## src/rtl/isa_ext_pkg.sv

```systemverilog
package isa_ext_pkg;
  localparam int unsigned NUM_LETTERS = 26;
  typedef logic [NUM_LETTERS-1:0] ext_vec_t;

  localparam int unsigned IDX_A = 0;
  localparam int unsigned IDX_C = 2;
  localparam int unsigned IDX_D = 3;
  localparam int unsigned IDX_F = 5;
  localparam int unsigned IDX_I = 8;
  localparam int unsigned IDX_M = 12;
  localparam int unsigned IDX_S = 18;
  localparam int unsigned IDX_U = 20;

  function automatic ext_vec_t ext_bit(int unsigned idx);
    ext_vec_t v;
    v = '0;
    v[idx] = 1'b1;
    return v;
  endfunction

  localparam ext_vec_t RUNTIME_MASK = ext_bit(IDX_M) | ext_bit(IDX_A) | ext_bit(IDX_F)
                                    | ext_bit(IDX_D) | ext_bit(IDX_C);
  localparam ext_vec_t ALWAYS_ON    = ext_bit(IDX_S) | ext_bit(IDX_U);
endpackage

```

## src/rtl/isa_ext_wr_filter.sv

```systemverilog
module isa_ext_wr_filter
  import isa_ext_pkg::*;
#(
  parameter ext_vec_t CAP_MASK = '0
) (
  input  ext_vec_t cur_i,
  input  ext_vec_t wr_data_i,
  output ext_vec_t next_o
);
  localparam ext_vec_t GATE = RUNTIME_MASK & CAP_MASK;

  ext_vec_t dep_fixed;

  // double float needs single float
  always_comb begin
    dep_fixed = wr_data_i;
    if (!wr_data_i[IDX_F]) dep_fixed[IDX_D] = 1'b0;
  end

  for (genvar i = 0; i < NUM_LETTERS; i++) begin : g_bit
    if (GATE[i]) begin : g_rw
      assign next_o[i] = dep_fixed[i];
    end else begin : g_ro
      assign next_o[i] = cur_i[i];
    end
  end
endmodule

```

## src/rtl/isa_ext_state.sv

```systemverilog
module isa_ext_state
  import isa_ext_pkg::*;
#(
  parameter ext_vec_t CAP_MASK = '0
) (
  input  logic     clk_i,
  input  logic     rst_ni,
  input  logic     wr_en_i,
  input  logic     wr_f_i,
  input  ext_vec_t next_i,
  output ext_vec_t cur_o
);
  ext_vec_t cur_q;

  always_ff @(posedge clk_i or negedge rst_ni) begin
    if (!rst_ni)      cur_q <= CAP_MASK;
    else if (wr_en_i) cur_q <= next_i;
  end

  assign cur_o = cur_q;


  hold_no_write_chk: assert property (@(posedge clk_i) disable iff (!rst_ni)
    !wr_en_i |=> $stable(cur_q));


  fixed_bits_chk: assert property (@(posedge clk_i) disable iff (!rst_ni)
    1'b1 |=> $stable(cur_q & ~RUNTIME_MASK));


  d_needs_f_chk: assert property (@(posedge clk_i) disable iff (!rst_ni)
    (wr_en_i && !wr_f_i) |=> !cur_q[IDX_D]);


  within_cap_chk: assert property (@(posedge clk_i) disable iff (!rst_ni)
    (cur_q & ~CAP_MASK) == '0);
endmodule

```

## src/rtl/isa_ext_reg.sv

```systemverilog
module isa_ext_reg
  import isa_ext_pkg::*;
#(
  parameter ext_vec_t MAX_EXT_MASK = ext_bit(IDX_I) | ext_bit(IDX_M) | ext_bit(IDX_A)
                                   | ext_bit(IDX_F) | ext_bit(IDX_D) | ext_bit(IDX_C)
) (
  input  logic                   clk_i,
  input  logic                   rst_ni,
  input  logic                   wr_en_i,
  input  logic [NUM_LETTERS-1:0] wr_data_i,
  output logic [NUM_LETTERS-1:0] rd_data_o,
  output logic [NUM_LETTERS-1:0] ext_en_o
);
  ext_vec_t cur, next_val;

  isa_ext_wr_filter #(.CAP_MASK(MAX_EXT_MASK)) u_filter (
    .cur_i     (cur),
    .wr_data_i (wr_data_i),
    .next_o    (next_val)
  );

  isa_ext_state #(.CAP_MASK(MAX_EXT_MASK)) u_state (
    .clk_i   (clk_i),
    .rst_ni  (rst_ni),
    .wr_en_i (wr_en_i),
    .wr_f_i  (wr_data_i[IDX_F]),
    .next_i  (next_val),
    .cur_o   (cur)
  );

  assign rd_data_o = cur | ALWAYS_ON;
  assign ext_en_o  = rd_data_o;


  su_report_chk: assert property (@(posedge clk_i) disable iff (!rst_ni)
    rd_data_o[IDX_S] && rd_data_o[IDX_U]);


  m_write_chk: assert property (@(posedge clk_i) disable iff (!rst_ni)
    wr_en_i |=> rd_data_o[IDX_M] == ($past(wr_data_i[IDX_M]) & MAX_EXT_MASK[IDX_M])
                || !MAX_EXT_MASK[IDX_M]);
endmodule

```

## config.mk

```make
export PLATFORM = sky130hd
export DESIGN_NAME = isa_ext_reg
export DESIGN_NICKNAME = d
export VERILOG_FILES = /design/src/rtl/isa_ext_pkg.sv /design/src/rtl/isa_ext_wr_filter.sv /design/src/rtl/isa_ext_state.sv /design/src/rtl/isa_ext_reg.sv
export SDC_FILE = /design/constraint.sdc
export NUM_CORES = 1
export LEC_CHECK = 0
export ABC_AREA = 1
export ABC_CLOCK_PERIOD_IN_PS = 1100
export BUFFER_PORTS_ARGS = -buffer_cell sky130_fd_sc_hd__buf_2
export CAP_MARGIN = 20
export CORE_AREA = 2 2 43 54
export DETAILED_ROUTE_END_ITERATION = 10
export DIE_AREA = 0 0 45 56
export GPL_TIMING_DRIVEN = 1
export PLACE_DENSITY = 0.85
export SYNTH_ARGS = -nofsm -noshare
export SYNTH_HDL_FRONTEND = slang
export SYNTH_SLANG_ARGS = --single-unit
```

## constraint.sdc

```tcl
create_clock -name clk_i -period 1.1 [get_ports clk_i]
set_clock_uncertainty 0.15 [all_clocks]
set_input_delay 0.055 -clock clk_i [delete_from_list [all_inputs] [get_ports clk_i]]
set_output_delay 0.055 -clock clk_i [all_outputs]
set_load 0.01 [all_outputs]
```

==> results.sh, run 1 <==
export IMPL_status="complete, but fails checks"
export IMPL_violations="negative setup slack"
export IMPL_io_pins=81
export IMPL_stdcell_area_um2=589
export IMPL_diodes=0
export IMPL_cts_buffers=3
export IMPL_cts_root_buffer="clkbuf_4"
export IMPL_die_w_um=45
export IMPL_arrival_ns=0.91
export IMPL_detail_route_antenna_nets=0
export IMPL_clk_latency_ns=0.24
export IMPL_clockBufferDepth=2
export IMPL_syn_cell_area_um2=553
export IMPL_fin_nets=122
export IMPL_reg2reg_depth=3
export IMPL_worst_path_stages=1
export IMPL_crit_reg2reg_launch="u_state.cur_o[0]$_DFFE_PN1P_"
export IMPL_cpPeakStageDelay_ns=0.56
export IMPL_yosys_top_cells_area="buf_4 (64%), dfstp_2 (24%), nand2_1 (9.5%), conb_1 (1.4%), nand3_1 (0.90%)"
export IMPL_synth_seq_cells=5
export IMPL_yosysWarnings=0
export IMPL_p_leak_nw=0.364
export IMPL_layout_worst_path_cycle_share_pct=101
export IMPL_place_area_um2=460
export IMPL_routed_wirelength_um=745
export IMPL_die_h_um=56
export IMPL_finalHoldViolations=0
export IMPL_r2r_end="u_state.cur_o[0]$_DFFE_PN1P_"
export IMPL_path_buf_inv=1
export IMPL_hold_ws_ns=0.205
export IMPL_synth_largest_area_cell="buf_4"
export IMPL_tns_ns=-0.0406
export IMPL_hp_class="in -> async"
export IMPL_gp_congestion=0.614
export IMPL_power_density_mw_per_mm2=1060
export IMPL_die_area_mm2=0.00252
export IMPL_startpoint_type="flop"
export IMPL_grt_overflow_total=0
export IMPL_power_mw=0.625
export IMPL_drv_cap=0
export IMPL_cp_end_kind="output port"
export IMPL_synth_cells=70
export IMPL_crit_start="u_state.cur_o[2]$_DFFE_PN1P_"
export IMPL_critPathKind="reg -> out"
export IMPL_endpoint="rd_data_o[2]"
export IMPL_drtPass1Iterations=4
export IMPL_vias=342
export IMPL_clkTransAtPathRegs_ns=0.04
export IMPL_vdd_drop_max_v=0.000432
export IMPL_synthToLayoutAreaGrowth_pct=6.56
export IMPL_crit_chain="buf_6"
export IMPL_period_minus_slack_ns=1.11
export IMPL_report_final_slew_viol_count=0
export IMPL_cp_data_required_time_ns=0.89
export IMPL_crit_path_max_fanout=3
export IMPL_clock_sinks=5
export IMPL_grt_pass1_vias=232
export IMPL_antenna_found_initial=0
export IMPL_placed_cells=100
export IMPL_drc=0
export IMPL_final_cells=112
export IMPL_slowest_stage="dfstp_2"
export IMPL_timing_fmax_mhz=900
export IMPL_final_core_util_pct=29.7
export IMPL_finalSetupViolations=5
export IMPL_grt_usage_pct=5.55
export IMPL_ys_seq_area_share_pct=23.8
export IMPL_cts_tree="built"
export IMPL_synth_avg_cell_area_um2=7.90
export IMPL_crit_family="flip-flops"
export IMPL_routed_via_density=3.05
export IMPL_wl_per_cell_um=6.65
export IMPL_hpwl_um=652
export IMPL_reg2reg_slack_ns=0.18
export IMPL_pre_cts_slack_ns=0.243
export IMPL_numPortBuffers=17
export IMPL_largest_register_ffs=5
export IMPL_nFillCells=226
export IMPL_initial_utilization_pct=27.9
export IMPL_synth_top_area_share_pct=63.8
export IMPL_grt_pass1_wl_um=952
export IMPL_layout_drive_gt1_share_pct=29.3
export IMPL_htree_levels=1
export IMPL_dr_first_iter_drc_count=5
export IMPL_synthDistinctLibCells=6
export IMPL_grt_start_max_net_pins=7
export IMPL_rows=18
export IMPL_fin_ws_ns=-0.0109
export IMPL_rsz0062_at_grt="true"
export IMPL_fp_coreArea_mm2=0.00198
==> cell usage in the layout, fill, tap and decap left out <==
cell type	n
clkbuf_4	3
nand2_1	14
nand3_1	1
inv_2	1
dfstp_2	5
clkbuf_1	1
dlygate4sd3_1	7
buf_6	4
buf_4	1
buf_2	13
conb_1	42
==> per-layer routing <==
| layer | vias to the layer above | wire (um) | global-route usage (%) |
|---|---|---|---|
| li1 | 163 | - | - |
| met5 | - | 0 | 0 |
| met3 | 0 | 165 | 3.90 |
| met4 | 0 | 0 | 5.04 |
| met1 | 139 | 252 | 5.09 |
| met2 | 40 | 327 | 7.76 |
==> cells in the mapped netlist <==
master and n:
dfstp_2 5, inv_2 1, nand3_1 1, buf_4 47
nand2_1 14, conb_1 2
==> cell families after synthesis <==
| kind of cell | share of synthesized area, % |
|---|---|
| buffers and inverters | 64.5 |
| DFF | 23.8 |
| other | 1.36 |
| and+or+nand+nor | 10.4 |
==> power by group <==
part	switching [mW]	total, mW	internal [mW]
clock network	0.0718	0.209	0.137
registers	0.0152	0.228	0.213
logic	0.115	0.187	0.0721
total	0.202	0.625	0.422
==> how the worst min path moves through the flow <==
stage,start,end,slack (ns),depth (start not counted)
after global placement,rst_ni,u_state.cur_o[12]$_DFFE_PN1P_,-0.1,1
after floorplan,rst_ni,u_state.cur_o[0]$_DFFE_PN1P_,-0.24,0
final,rst_ni,u_state.cur_o[3]$_DFFE_PN1P_,0.20,2
after detailed placement,rst_ni,u_state.cur_o[12]$_DFFE_PN1P_,-0.09,1
after CTS,rst_ni,u_state.cur_o[3]$_DFFE_PN1P_,0.21,2
after global routing,rst_ni,u_state.cur_o[5]$_DFFE_PN1P_,0.21,2
==> area by class of cell <==
| class | count | area, um^2 | share of cell area, % |
|---|---|---|---|
| inverters | 1 | 3.75 | 0.637 |
| flip-flops and latches | 5 | 131 | 22.3 |
| clock buffers | 4 | 26.3 | 4.46 |
| well taps | 20 | 25.0 | 4.25 |
| repair buffers | 25 | 188 | 31.8 |
| multi-input cells | 57 | 215 | 36.5 |
==> timing repair <==
| action | in CTS | in global routing |
|---|---|---|
| setup endpoints to repair | 10 | 10 |
| resized for setup | 0 | 4 |
| hold buffers | 7 | 0 |
| endpoints found under the hold margin | 10 | 0 |
| pin swaps | 0 | 0 |
| buffers inserted | 0 | 1 |
Power figures use the tool's default switching activity.
==> run 2, diff against run 1 <==
ABC_AREA = 0   (was 1)
CORE_AREA = 2 2 42 54   (was 2 2 43 54)
DIE_AREA = 0 0 44 56   (was 0 0 45 56)
PLACE_DENSITY = 0.86   (was 0.85)
==> results.sh, run 2 <==
export IMPL_status="complete, but fails checks"
export IMPL_violations="negative setup slack"
export IMPL_synthToLayoutAreaGrowth_pct=11.6
export IMPL_crit_reg2reg_launch="u_state.cur_o[3]$_DFFE_PN1P_"
export IMPL_startpoint_type="flop"
export IMPL_layout_worst_path_cycle_share_pct=101
export IMPL_crit_family="flip-flops"
export IMPL_clock_sinks=5
export IMPL_yosys_top_cells_area="buf_4 (64%), dfstp_2 (24%), mux2_2 (8.2%), conb_1 (1.4%), nand3_1 (0.91%)"
export IMPL_gp_congestion=0.630
export IMPL_crit_chain="buf_6"
export IMPL_path_buf_inv=1
export IMPL_hold_ws_ns=0.204
export IMPL_critPathKind="reg -> out"
export IMPL_rsz0062_at_grt="true"
export IMPL_clockBufferDepth=2
export IMPL_ff_latch_area_um2=131
export IMPL_die_area_mm2=0.00246
export IMPL_drc=0
export IMPL_cts_buffers=3
export IMPL_io_pins=81
export IMPL_place_area_um2=458
export IMPL_rows=18
export IMPL_grt_usage_pct=6.65
export IMPL_cp_data_required_time_ns=0.89
export IMPL_cp_end_kind="output port"
export IMPL_drtPass1Iterations=2
export IMPL_cts_root_buffer="clkbuf_4"
export IMPL_die_w_um=44
export IMPL_synthTopCellsByCount="buf_4 (47), dfstp_2 (5), mux2_2 (4)"
export IMPL_synth_avg_cell_area_um2=9.03
export IMPL_synth_top_area_share_pct=64.1
export IMPL_power_mw=0.665
export IMPL_ys_seq_area_share_pct=23.9
export IMPL_stdcell_area_um2=614
export IMPL_clkTransAtPathRegs_ns=0.04
export IMPL_yosysMostFrequentCell="buf_4"
export IMPL_detail_route_antenna_nets=0
export IMPL_yosysWarnings=0
export IMPL_synth_largest_area_cell="buf_4"
export IMPL_syn_cell_area_um2=551
export IMPL_timing_fmax_mhz=902
export IMPL_die_h_um=56
export IMPL_cts_tree="built"
export IMPL_fin_ws_ns=-0.00913
export IMPL_crit_path_max_fanout=3
export IMPL_diodes=0
export IMPL_drv_cap=0
export IMPL_wl_per_cell_um=7.83
export IMPL_fp_coreArea_mm2=0.00194
export IMPL_routed_wirelength_um=806
export IMPL_routed_via_density=3.10
export IMPL_slowest_stage="dfstp_2"
export IMPL_hp_class="in -> async"
export IMPL_synth_edf_count=0
export IMPL_initial_utilization_pct=28.4
export IMPL_vias=319
export IMPL_finalSetupViolations=8
export IMPL_synth_seq_cells=5
export IMPL_arrival_ns=0.90
export IMPL_final_cells=103
export IMPL_antenna_found_initial=0
export IMPL_report_final_slew_viol_count=0
export IMPL_htree_levels=1
export IMPL_final_common_cell="conb_1"
export IMPL_final_cell_mix="conb_1 (42), buf_2 (8), buf_6 (8)"
export IMPL_synthFlopType="dfstp_2"
export IMPL_period_minus_slack_ns=1.11
export IMPL_clk_latency_ns=0.24
export IMPL_synth_cells=61
export IMPL_dr_first_iter_drc_count=4
export IMPL_hpwl_um=643
export IMPL_numPortBuffers=17
export IMPL_async_flop_share_pct=100
export IMPL_nFillCells=207
export IMPL_final_core_util_pct=31.7
export IMPL_finalHoldViolations=0
export IMPL_grt_overflow_total=0
export IMPL_grt_start_max_net_pins=7
export IMPL_multi_input_area_um2=213
export IMPL_synthDistinctLibCells=7
export IMPL_grt_pass1_vias=261
export IMPL_cpPeakStageDelay_ns=0.55
export IMPL_largest_register_ffs=5
export IMPL_placed_cells=91
export IMPL_p_leak_nw=0.344
export IMPL_fin_nets=113
export IMPL_power_density_mw_per_mm2=1080
export IMPL_crit_start="u_state.cur_o[0]$_DFFE_PN1P_"
export IMPL_layout_drive_gt1_share_pct=36.1
export IMPL_vdd_drop_max_v=0.000485
export IMPL_grt_pass1_wl_mm=1.08
==> run 2: logic make-up after synthesis <==
group                  after synthesis  synth area share [%]
buffers and inverters               48                  64.8
and+or+nand+nor                      1                 0.908
muxes                                4                  8.18
AOI/OAI and AO/OA                    1                 0.908
DFF                                  5                  23.9
other                                2                  1.36
==> run 2: final cells by class <==
cell class / count / area share [%]
multi-input combinational: 48 / 34.6
inverter: 1 / 0.611
clock buffer: 4 / 4.28
sequential: 5 / 21.4
tap: 20 / 4.07
timing repair buffer: 25 / 35.0
==> run 2: stage by stage <==
step	setup slack [ns]	TNS, ns
2_1_floorplan	0.171	0
3_3_place_gp	0.198	0
3_5_place_dp	0.171	0
4_1_cts	-0.0227	-0.165
5_1_grt	-0.0482	-0.396
6_report	-0.00913	-0.0445
==> run 2: worst paths after layout <==
path	slack, ns	to	cells after the start
worst max-delay path	-0.009	ext_en_o[0]	1
worst min-delay path	0.20	u_state.cur_o[5]$_DFFE_PN1P_	2
worst max register to register	0.05	u_state.cur_o[3]$_DFFE_PN1P_	3
worst min register to register	0.46	u_state.cur_o[3]$_DFFE_PN1P_	3
max in group asynchronous	0.57	u_state.cur_o[12]$_DFFE_PN1P_	2
min in group clk_i	0.43	u_state.cur_o[12]$_DFFE_PN1P_	3
==> run 2: timing repair <==
action                                  4_1_cts  5_1_grt
endpoints found under the hold margin        10        0
buffers inserted                              1        0
endpoints found under the setup margin       10       12
hold buffers                                  7        0
gates resized for setup                       8        1
==> run 2: metal layers <==
metal | vias up | GRT usage (%) | wire (um)
met4 | 0 | 7.79 | 0
li1 | 141 | - | -
met2 | 36 | 9.87 | 425
met5 | - | 0 | 0
met3 | 0 | 2.92 | 114
met1 | 142 | 5.89 | 266
==> run 2: where the power goes <==
| part | switching (mW) | total, mW | internal [mW] |
|---|---|---|---|
| clock network | 0.0779 | 0.215 | 0.137 |
| logic | 0.116 | 0.215 | 0.0985 |
| registers | 0.0186 | 0.235 | 0.216 |
==> run 3, diff against run 2 <==
ABC_CLOCK_PERIOD_IN_PS = 1000   (was 1100)
CORE_AREA = 5 5 48 60   (was 2 2 42 54)
DIE_AREA = 0 0 53 65   (was 0 0 44 56)
PLACE_DENSITY = 0.81   (was 0.86)
clock period = 1 ns   (was 1.1 ns; I/O delays follow)
==> results.sh, run 3 (synthesis gave the netlist of run 2 again) <==
export IMPL_status="complete, but fails checks"
export IMPL_violations="negative hold slack, negative setup slack"
export IMPL_antenna_found_initial=0
export IMPL_clockPowerShare_pct=33.2
export IMPL_die_h_um=65
export IMPL_holdPathStages=2
export IMPL_wl_per_cell_um=8.50
export IMPL_final_common_cell="conb_1"
export IMPL_startpoint_type="flop"
export IMPL_tns_ns=-1.08
export IMPL_routed_via_density=2.76
export IMPL_vdd_drop_max_v=0.000270
export IMPL_dr_first_iter_drc_count=5
export IMPL_layout_worst_path_cycle_share_pct=111
export IMPL_power_mw=0.721
export IMPL_grt_usage_pct=5.14
export IMPL_routed_wirelength_um=978
export IMPL_largest_register_ffs=5
export IMPL_place_area_um2=474
export IMPL_arrival_ns=0.91
export IMPL_power_switching_share_pct=32.8
export IMPL_numPortBuffers=17
export IMPL_power_frac_comb_pct=31.1
export IMPL_drtPass1Iterations=2
export IMPL_timing_fmax_mhz=898
export IMPL_nFillCells=263
export IMPL_diodes=0
export IMPL_grt_pass1_wl_mm=1.15
export IMPL_die_area_mm2=0.00345
export IMPL_clkTransAtPathRegs_ns=0.04
export IMPL_power_switching_mw=0.237
export IMPL_grt_overflow_total=0
export IMPL_final_cells=115
export IMPL_cp_end_kind="output port"
export IMPL_routedLengthMet1_um=217
export IMPL_cp_data_required_time_ns=0.80
export IMPL_die_w_um=53
export IMPL_initial_utilization_pct=23.7
export IMPL_crit_chain="buf_6"
export IMPL_crit_path_max_fanout=3
export IMPL_power_density_mw_per_mm2=1190
export IMPL_gp_congestion=0.537
export IMPL_crit_family="flip-flops"
export IMPL_worst_path_stages=1
export IMPL_layout_drive_gt1_share_pct=35.4
export IMPL_grt_start_max_net_pins=7
export IMPL_finalSetupViolations=10
export IMPL_hpwl_um=783
export IMPL_postCtsSetupBuffers=0
export IMPL_p_int_mw=0.484
export IMPL_seqPwrFrac_pct=35.7
export IMPL_rows=20
export IMPL_htree_levels=1
export IMPL_fin_ws_ns=-0.114
export IMPL_stdcell_area_um2=608
export IMPL_grt_pass1_vias=289
export IMPL_cts_tree="built"
export IMPL_finalHoldViolations=4
export IMPL_hold_ws_ns=-0.0239
export IMPL_slowest_stage="dfstp_2"
export IMPL_dr_wl_met2_um=565
export IMPL_vias=317
export IMPL_drv_cap=0
export IMPL_io_pins=81
export IMPL_placed_cells=104
export IMPL_final_cell_mix="conb_1 (42), buf_2 (11), dlygate4sd3_1 (7)"
export IMPL_hp_class="in -> reg"
export IMPL_p_leak_nw=0.334
export IMPL_fp_coreArea_mm2=0.00233
export IMPL_fin_nets=112
export IMPL_critPathKind="reg -> out"
export IMPL_detail_route_antenna_nets=0
export IMPL_cts_buffers=3
export IMPL_period_minus_slack_ns=1.11
export IMPL_cpPeakStageDelay_ns=0.56
export IMPL_top_layer_used="met4"
export IMPL_wl_met3_um=159
export IMPL_pre_cts_slack_ns=0.0837
export IMPL_clock_sinks=5
export IMPL_path_buf_inv=1
export IMPL_report_final_slew_viol_count=0
export IMPL_rsz0062_at_grt="true"
export IMPL_cts_root_buffer="clkbuf_4"
export IMPL_synthToLayoutAreaGrowth_pct=10.5
export IMPL_reg2reg_depth=2
export IMPL_clockBufferDepth=2
export IMPL_drc=0
export IMPL_clk_latency_ns=0.25
run 3: cell types whose count changed in the layout (fill, tap and decap cells not counted):
| cell | change |
|---|---|
| buf_2 | +3 |
| buf_6 | -2 |
| buf_4 | -1 |
| clkbuf_4 | -1 |
run 3: through the flow:
stage / hold WS [ns] / utilization [%]
2_1_floorplan: -0.248 / -
3_3_place_gp: -0.0965 / 20.4
3_5_place_dp: -0.0982 / 20.4
4_1_cts: -0.0936 / 25.2
5_1_grt: -0.00823 / 26.1
6_report: -0.0239 / 26.1
run 3: layer usage:
layer / GRT usage (%) / vias to the layer above
li1: - / 139
met1: 3.50 / 142
met2: 8.85 / 33
met3: 2.53 / 3
met4: 5.75 / 0
met5: 0 / -
run 3: layout make-up:
class / instances / area (um^2) / area share [%]
clock buffer: 4 / 26.3 / 4.32
timing repair buffer: 24 / 193 / 31.7
multi-input combinational: 48 / 213 / 35.0
sequential: 5 / 131 / 21.6
tap: 33 / 41.3 / 6.79
inverter: 1 / 3.75 / 0.617
run 3: timing repair:
item,CTS,global route
pin swaps,0,0
hold buffers,6,1
hold endpoints to repair,10,1
resized for setup,4,2
endpoints found under the setup margin,10,10
gates cloned,0,0
run 3: power by group through the flow:
| stage | registers, mW | logic (mW) | clock network [mW] |
|---|---|---|---|
| 2_1_floorplan | 0.263 | 0.249 | 0 |
| 3_3_place_gp | 0.252 | 0.172 | 0 |
| 3_5_place_dp | 0.255 | 0.172 | 0 |
| 4_1_cts | 0.257 | 0.209 | 0.247 |
| 5_1_grt | 0.262 | 0.244 | 0.257 |
| 6_report | 0.257 | 0.224 | 0.239 |
run 3: path summary, 6_finish.rpt:
check                                              from                      endpoint  slack [ns]
hold reg to reg            u_state.cur_o[3]$_DFFE_PN1P_  u_state.cur_o[3]$_DFFE_PN1P_        0.35
max in group asynchronous                        rst_ni  u_state.cur_o[0]$_DFFE_PN1P_        0.49
min in group asynchronous                        rst_ni  u_state.cur_o[3]$_DFFE_PN1P_        0.19
setup reg to reg           u_state.cur_o[3]$_DFFE_PN1P_  u_state.cur_o[3]$_DFFE_PN1P_        0.04
hold / removal                                  wr_en_i  u_state.cur_o[5]$_DFFE_PN1P_       -0.02
setup / recovery           u_state.cur_o[3]$_DFFE_PN1P_                   ext_en_o[3]       -0.11
